## config.mk

```make
export PLATFORM = sky130hd
export DESIGN_NAME = audio_rate_ticker
export DESIGN_NICKNAME = d
export VERILOG_FILES = /design/src/rtl/audio_tick_pkg.sv /design/src/rtl/rate_divider.sv /design/src/rtl/fixed_rate_decode.sv /design/src/rtl/audio_rate_ticker.sv
export SDC_FILE = /design/constraint.sdc
export NUM_CORES = 1
export LEC_CHECK = 0
export CAP_MARGIN = 40
export CORE_AREA = 2 2 100 102
export CTS_CLUSTER_DIAMETER = 100
export DETAILED_ROUTE_END_ITERATION = 8
export DIE_AREA = 0 0 102 104
export PLACE_DENSITY = 0.73
export SLEW_MARGIN = 5
export SYNTH_ARGS = -nofsm -noshare
export SYNTH_HDL_FRONTEND = slang
export SYNTH_SLANG_ARGS = --single-unit
```

## constraint.sdc

```tcl
create_clock -name clk -period 3.3 [get_ports clk]
set_clock_uncertainty 0.1 [all_clocks]
set_input_delay 0.495 -clock clk [delete_from_list [all_inputs] [get_ports clk]]
set_output_delay 0.495 -clock clk [all_outputs]
set_load 0.1 [all_outputs]
```

## src/rtl/audio_tick_pkg.sv

```systemverilog
package audio_tick_pkg;

    // Widths of the rate fields
    parameter int DIV_W        = 13;
    parameter int SEL_W        = 2;
    // Largest first-channel divisor is 2**P1_MAX_SHIFT
    parameter int P1_MAX_SHIFT = 8;

    localparam int P1_PER_W  = P1_MAX_SHIFT + 1;
    localparam int DIV_PER_W = DIV_W + 1;

    // Registered strobes presented at the top boundary
    typedef struct packed {
        logic p1;
        logic p2;
        logic rec;
    } strobe_t;

endpackage

```

## src/rtl/rate_divider.sv

```systemverilog
// Counts reference ticks and emits a one-cycle strobe every PERIOD of them.
// The period is captured at the first reference tick of each period.
module rate_divider #(
    parameter int CNT_W = 14
) (
    input  logic             clk,
    input  logic             rst_n,
    input  logic             ref_tick,
    input  logic             en,
    input  logic [CNT_W-1:0] period,
    output logic             tick
);

    typedef struct packed {
        logic [CNT_W-1:0] cnt;
        logic [CNT_W-1:0] per;
        logic             tick;
    } div_state_t;

    div_state_t st_d, st_q;
    logic [CNT_W-1:0] per_eff;
    logic [CNT_W-1:0] cnt_inc;

    always_comb begin
        st_d      = st_q;
        st_d.tick = 1'b0;
        per_eff   = (st_q.cnt == '0) ? period : st_q.per;
        cnt_inc   = st_q.cnt + CNT_W'(1);
        if (!en) begin
            st_d.cnt = '0;
        end else if (ref_tick) begin
            st_d.per = per_eff;
            if (cnt_inc == per_eff) begin
                st_d.cnt  = '0;
                st_d.tick = 1'b1;
            end else begin
                st_d.cnt = cnt_inc;
            end
        end
    end

    always_ff @(posedge clk) begin
        if (!rst_n) begin
            st_q <= '0;
        end else begin
            st_q <= st_d;
        end
    end

    assign tick = st_q.tick;

endmodule

```

## src/rtl/fixed_rate_decode.sv

```systemverilog
// Maps the first channel's rate code to a divisor: 2**(P1_MAX_SHIFT - code).
module fixed_rate_decode #(
    parameter int SEL_W        = 2,
    parameter int P1_MAX_SHIFT = 8
) (
    input  logic [SEL_W-1:0]      sel,
    output logic [P1_MAX_SHIFT:0] period
);

    localparam int NUM_CODES = 1 << SEL_W;

    logic [NUM_CODES-1:0][P1_MAX_SHIFT:0] table_w;

    genvar gi;
    generate
        for (gi = 0; gi < NUM_CODES; gi++) begin : g_code
            assign table_w[gi] = (P1_MAX_SHIFT + 1)'(1) << (P1_MAX_SHIFT - gi);
        end
    endgenerate

    assign period = table_w[sel];

endmodule

```

## src/rtl/audio_rate_ticker.sv

```systemverilog
module audio_rate_ticker
    import audio_tick_pkg::*;
#(
    parameter int DIV_BITS   = audio_tick_pkg::DIV_W,
    parameter int SEL_BITS   = audio_tick_pkg::SEL_W,
    parameter int P1_SHIFT   = audio_tick_pkg::P1_MAX_SHIFT
) (
    input  logic                clk,
    input  logic                rst_n,
    input  logic                ref_tick,
    input  logic                p1_en,
    input  logic [SEL_BITS-1:0] p1_rate_sel,
    input  logic                p2_en,
    input  logic                rec_en,
    input  logic [DIV_BITS-1:0] share_div,
    input  logic                sync_en,
    output logic                p1_tick,
    output logic                p2_tick,
    output logic                rec_tick
);

    localparam int P1_W       = P1_SHIFT + 1;
    localparam int SH_W       = DIV_BITS + 1;
    localparam int NUM_SHARED = 2;   // index 0: second playback, 1: record

    logic [P1_W-1:0]       p1_period;
    logic                  p1_raw;
    logic [SH_W-1:0]       shared_period;
    logic [NUM_SHARED-1:0] shared_en;
    logic [NUM_SHARED-1:0] shared_raw;

    strobe_t out_d, out_q;

    fixed_rate_decode #(
        .SEL_W        (SEL_BITS),
        .P1_MAX_SHIFT (P1_SHIFT)
    ) u_decode (
        .sel    (p1_rate_sel),
        .period (p1_period)
    );

    rate_divider #(
        .CNT_W (P1_W)
    ) u_p1_div (
        .clk      (clk),
        .rst_n    (rst_n),
        .ref_tick (ref_tick),
        .en       (p1_en),
        .period   (p1_period),
        .tick     (p1_raw)
    );

    // Divisor is the field plus two
    assign shared_period = {1'b0, share_div} + SH_W'(2);
    // Second playback divider is held clear while locked to the first channel
    assign shared_en[0]  = p2_en & ~sync_en;
    assign shared_en[1]  = rec_en;

    genvar gc;
    generate
        for (gc = 0; gc < NUM_SHARED; gc++) begin : g_shared
            rate_divider #(
                .CNT_W (SH_W)
            ) u_div (
                .clk      (clk),
                .rst_n    (rst_n),
                .ref_tick (ref_tick),
                .en       (shared_en[gc]),
                .period   (shared_period),
                .tick     (shared_raw[gc])
            );
        end
    endgenerate

    always_comb begin
        out_d.p1  = p1_raw;
        out_d.p2  = sync_en ? (p2_en & p1_raw) : shared_raw[0];
        out_d.rec = shared_raw[1];
    end

    always_ff @(posedge clk) begin
        if (!rst_n) begin
            out_q <= '0;
        end else begin
            out_q <= out_d;
        end
    end

    assign p1_tick  = out_q.p1;
    assign p2_tick  = out_q.p2;
    assign rec_tick = out_q.rec;

endmodule

```

# After elaboration in Yosys (flattened, before gate mapping)
# Index checks and enable logic that the tools add are counted.
# totals
inputBits	22
reg_bits	80
word_cells	47
# classes
n_mux	12
bitwise	3
eq_ne	3
magnitude_cmp	1
addsub	4
n_reduce_logical	12
# op_table
cell	count
$mux W14	4
$add A14 B1 Y14 const B	2
$eq A14 B14 Y1	2
$logic_not A14 Y1	2
$mux W9	3
$bmux W9 S2	1
$add A13 B2 Y14 const B	1
$reduce_and A2 Y1	6
$add A9 B1 Y9 const B	1
$eq A9 B9 Y1	1
$logic_not A9 Y1	1
$reduce_and A3 Y1	3
$mux W1	4
$lt A2 B3 Y1 const B	1
$and A1 B1 Y1	2
$not A1 Y1	1

# Depth between registers and ports, before layout
# logic_depth
ltp_word	5
depth_mapped	14
mapped_depth_nobuf	11

# Hierarchy
# Synthesis repeated with hierarchy kept, for this count alone.
# hier_totals
cells_unflattened	607
area_unflattened_um2	5210.0
# by_module_without_submodules
mod	n_inst	area_each_um2	cells_per_inst
rate_divider at g_shared[0].u_div ...	2	1774.2	197
rate_divider at u_p1_div	1	1287.5	162
audio_rate_ticker	1	306.5	41
fixed_rate_decode	1	67.6	10

# Worst setup path before layout
# Ideal clock, no wire load.
# synth_timing
path_kind	input-to-reg
start	input port share_div[3]
end	register g_shared[0].u_div.st_q[21] in the netlist's numbering
n_path_buf	1
cell_stages	10
t_arrival_ns	2.707
setup_slack_ns	0.373
cell_sequence	buf_2 > nand4_1 > or4_1 > a31oi_1 > xnor2_1 > nand3_1 > nor4_4 > a21oi_2 > and3_1 > a211o_1
# synth_via
elab_chain_cells	4
# synth_rtl
element	line_no	source
start, declared	audio_rate_ticker.sv:15	input logic [DIV_BITS-1:0] share_div,
$add A13 B2 Y14	audio_rate_ticker.sv:54	assign shared_period = {1'b0, share_div} + SH_W'(2);
$mux W14	rate_divider.sv:27	per_eff = (st_q.cnt == '0) ? period : st_q.per;
$eq A14 B14 Y1	rate_divider.sv:33	if (cnt_inc == per_eff) begin
$mux W14	rate_divider.sv:33	
end signal, assigned	rate_divider.sv:46	st_q <= st_d;
end, declared	rate_divider.sv:20	div_state_t st_d, st_q;
# No other way between the ends.
# A chain may end at the register's enable or synchronous reset.

# Final worst setup path
# layout_timing
start	register g_shared[0].u_div.st_q[15] in the netlist's numbering
end	register g_shared[0].u_div.st_q[21] in the netlist's numbering
# layout_via
elab_chain_cells	4
# layout_rtl
element	line_no
branches (longest 3 deep; another with $add A14 B1 Y14)	--
$mux W14 *	rate_divider.sv:33
# Mark *: on every way between the ends.

==> results.json <==
{
  "grt-ovfl-total": 0,
  "cts_root_buf": "clkbuf_8",
  "p_clk_share_pct": 37.5,
  "p_int_w": 0.001503,
  "rsz0062_at_grt": "no",
  "combPwrFrac_pct": 14.9,
  "reg2regPathDepth": 11,
  "dp_hpwl_um": 9089,
  "synth_area_sq_mm": 0.005167,
  "drt_iter0_markers": 283,
  "hold_viol_final": 0,
  "cts_buffers": 9,
  "firstDrtPassIters": 6,
  "syn_to_final_growth_pct": 16.68,
  "antenna_found_initial": 0,
  "finalSetupViolCount": 0,
  "drive_gt1_share_pct": 14.18,
  "syn_nets": 634,
  "max_freq_mhz": 316.7,
  "leakagePower_nw": 2.467,
  "whs_ps": 354.6,
  "swShare_pct": 28.69,
  "post_dp_cell_area_sq_mm": 0.005728,
  "ioPinCount": 25,
  "final_common_cell": "dfxtp_1",
  "wl_um": 12320,
  "final_cell_area_sq_mm": 0.006030,
  "synth_edf_count": 0,
  "use_met3_pct": 4.032,
  "async_flop_share_pct": 0,
  "port-buffer-count": 24,
  "irDropWorstVdd_mv": 0.2511,
  "htreeDepth": 3,
  "clkSlewWorstSetupHoldPaths_ps": 90,
  "syn_avg_cell_area_sq_um": 8.541,
  "power-per-cell-area_mw_per_mm2": 349.6,
  "diodes": 0,
  "cp.arrival_ps": 3330,
  "core_area_sq_mm": 0.009549,
  "most-common-layout-cells": "dfxtp_1 (80), nand2_1 (69), xnor2_1 (50), buf_4 (48), nand3_1 (33)",
  "initial_utilization_pct": 54.11,
  "p_sw_w": 0.0006047,
  "hold_path_class": "register to register",
  "min_period_over_period_pct": 95.68,
  "grt_util_met2_pct": 37.78,
  "crit_fanout": 6,
  "drv_slew": 0,
  "top_usage_layer": "met2",
  "worst_pin_slew_ps": 856.1,
  "gp_congestion": 0.9199,
  "fillers": 852,
  "ys_types": 65,
  "relSlewSlack_pct": 42.75,
  "whs_path_depth": 1,
  "grt_max_degree": 46,
  "min_period_ps": 3157,
  "clock_latency_ps": 380,
  "maxCapViolations": 0,
  "grt_pass1_wl_um": 19640,
  "dieWidth_um": 102,
  "tritoncts": "yes",
  "synth_ff_type": "dfxtp_1",
  "crit_type": "register to register",
  "synthCells": 605,
  "final_antenna_net_count": 0,
  "power_frac_seq_pct": 47.6,
  "ys_seq_area_share_pct": 30.99,
  "finalSetupTns_ps": 0,
  "row_count": 36,
  "outcome": "completed",
  "avgViaCountPerCell": 5.749,
  "routedWlPerCell_um": 15.48,
  "vias": 4576,
  "use_met1_pct": 30.19,
  "crit_path_start_kind": "register",
  "yosysWarnings": 0,
  "cts.sink_count": 80,
  "grt_usage_pct": 23.07,
  "crit_required_ps": 3480,
  "nNetsFinal": 687,
  "ys_ff_latch": 80,
  "drc_errors": 0,
  "r2r_setup_slack_ps": 140,
  "cts.path.max_buffers": 2,
  "die_h_um": 104,
  "grt_pass1_vias": 4146,
  "die_area_sq_mm": 0.01061,
  "end_kind": "register"
}
[metrics by stage]
stage	util, %	worst slack [ps]	instances	power, W
after floorplan	-	373.3	605	0.001224
after global placement	59.43	-91.60	769	0.001320
after detailed placement	59.98	-199.2	773	0.001329
after CTS	62.16	49.38	789	0.002105
after global routing	63.14	17.81	796	0.002180
final	63.14	142.5	796	0.002108
[critical path: stages, from the launching register on]
cell     delay (ps)
dfxtp_1         380
inv_1            80
ha_1            150
nor4b_4         260
and4_4          390
mux2i_1         410
xnor2_1         210
nand3_2         140
nor4_4          350
a21oi_2         120
and3_1          200
a211o_1         250
[cell usage after synthesis, types with 3 or more instances]
cell type   n  area share, %
nor3b_1     3           0.44
a31oi_1     8           0.97
nand2b_1   13            1.6
mux2i_1    25            4.8
o31ai_1     4           0.58
buf_2       3           0.29
o211a_1    23            4.5
nand3_1    33            3.2
nor2b_1    16            1.9
or3_1       4           0.48
ha_1        7            1.7
and2_1     13            1.6
xor2_1     17            2.9
nor3_1      7           0.68
a22oi_1     7            1.0
dfxtp_1    80             31
a21oi_1    15            1.5
and3_1     17            2.1
nor2_1     24            1.7
o21ai_0    18            1.7
nand2_1    69            5.0
clkbuf_1   22            1.6
xnor2_1    50            8.5
nand4_1    14            1.7
nor4_1      8           0.97
a41oi_1     9            1.5
buf_6       4           0.87
a21o_1      4           0.58
and4_1     10            1.7
o31ai_2     3           0.73
o21ai_1    16            1.5
inv_1      15            1.1
[layer usage]
| layer | vias up | wire length [um] |
|---|---|---|
| li1 | 2295 | - |
| met1 | 2156 | 5574 |
| met2 | 107 | 6038 |
| met4 | 0 | 227 |
| met3 | 18 | 482 |
| met5 | - | 0 |
[state kept, by name, summed over array words and instances (netlist names)]
signal / count
g_shared.u_div.st_q: 56
g_shared.u_div.tick: 2
p1_tick: 1
p2_tick: 1
rec_tick: 1
u_p1_div.st_q: 18
u_p1_div.tick: 1
[timing repair]
item / in CTS / in global routing
resized for setup: 0 / 8
setup buffers: 0 / 5
hold buffers: 0 / 0
endpoints found under the setup margin: 0 / 22
[power groups by stage]
stage | clock, W | sequential (W) | combinational (W)
after floorplan | 0 | 0.00102 | 0.000203
after global placement | 0 | 0.00102 | 0.000297
after detailed placement | 0 | 0.00102 | 0.000304
after CTS | 0.000798 | 0.00100 | 0.000305
after global routing | 0.000833 | 0.00101 | 0.000341
final | 0.000791 | 0.00100 | 0.000315
[cells by family (layout without fill, tap and decap cells)]
logic type | count (synthesis) | count (layout) | synth area share (%)
muxes | 26 | 26 | 5.109
xor gates and xnor gates | 69 | 69 | 11.99
and+or+nand+nor | 251 | 253 | 27.92
adders and majority gates | 7 | 7 | 1.695
DFF | 80 | 80 | 30.99
buffers and inverters | 50 | 106 | 5.230
AOI/OAI and AO/OA | 122 | 122 | 17.07
[cell type report]
| type | instances | area (sq um) | share of cell area (%) |
|---|---|---|---|
| multi-input combinational | 477 | 3352 | 55.59 |
| sequential | 80 | 1602 | 26.56 |
| timing repair buffer | 75 | 645.6 | 10.71 |
| tap | 133 | 166.4 | 2.760 |
| clock buffer | 9 | 123.9 | 2.054 |
| clock inverter | 7 | 83.83 | 1.390 |
| inverter | 15 | 56.30 | 0.9338 |
[final timing paths]
kind | startpoint | to
hold / removal | g_shared[1].u_div.tick | rec_tick
setup / recovery | g_shared[0].u_div.st_q[15] | g_shared[0].u_div.st_q[21]
hold reg to reg | g_shared[1].u_div.tick | rec_tick
setup reg to reg | g_shared[0].u_div.st_q[15] | g_shared[0].u_div.st_q[21]
Note: power is estimated with default switching activity, not from simulation.
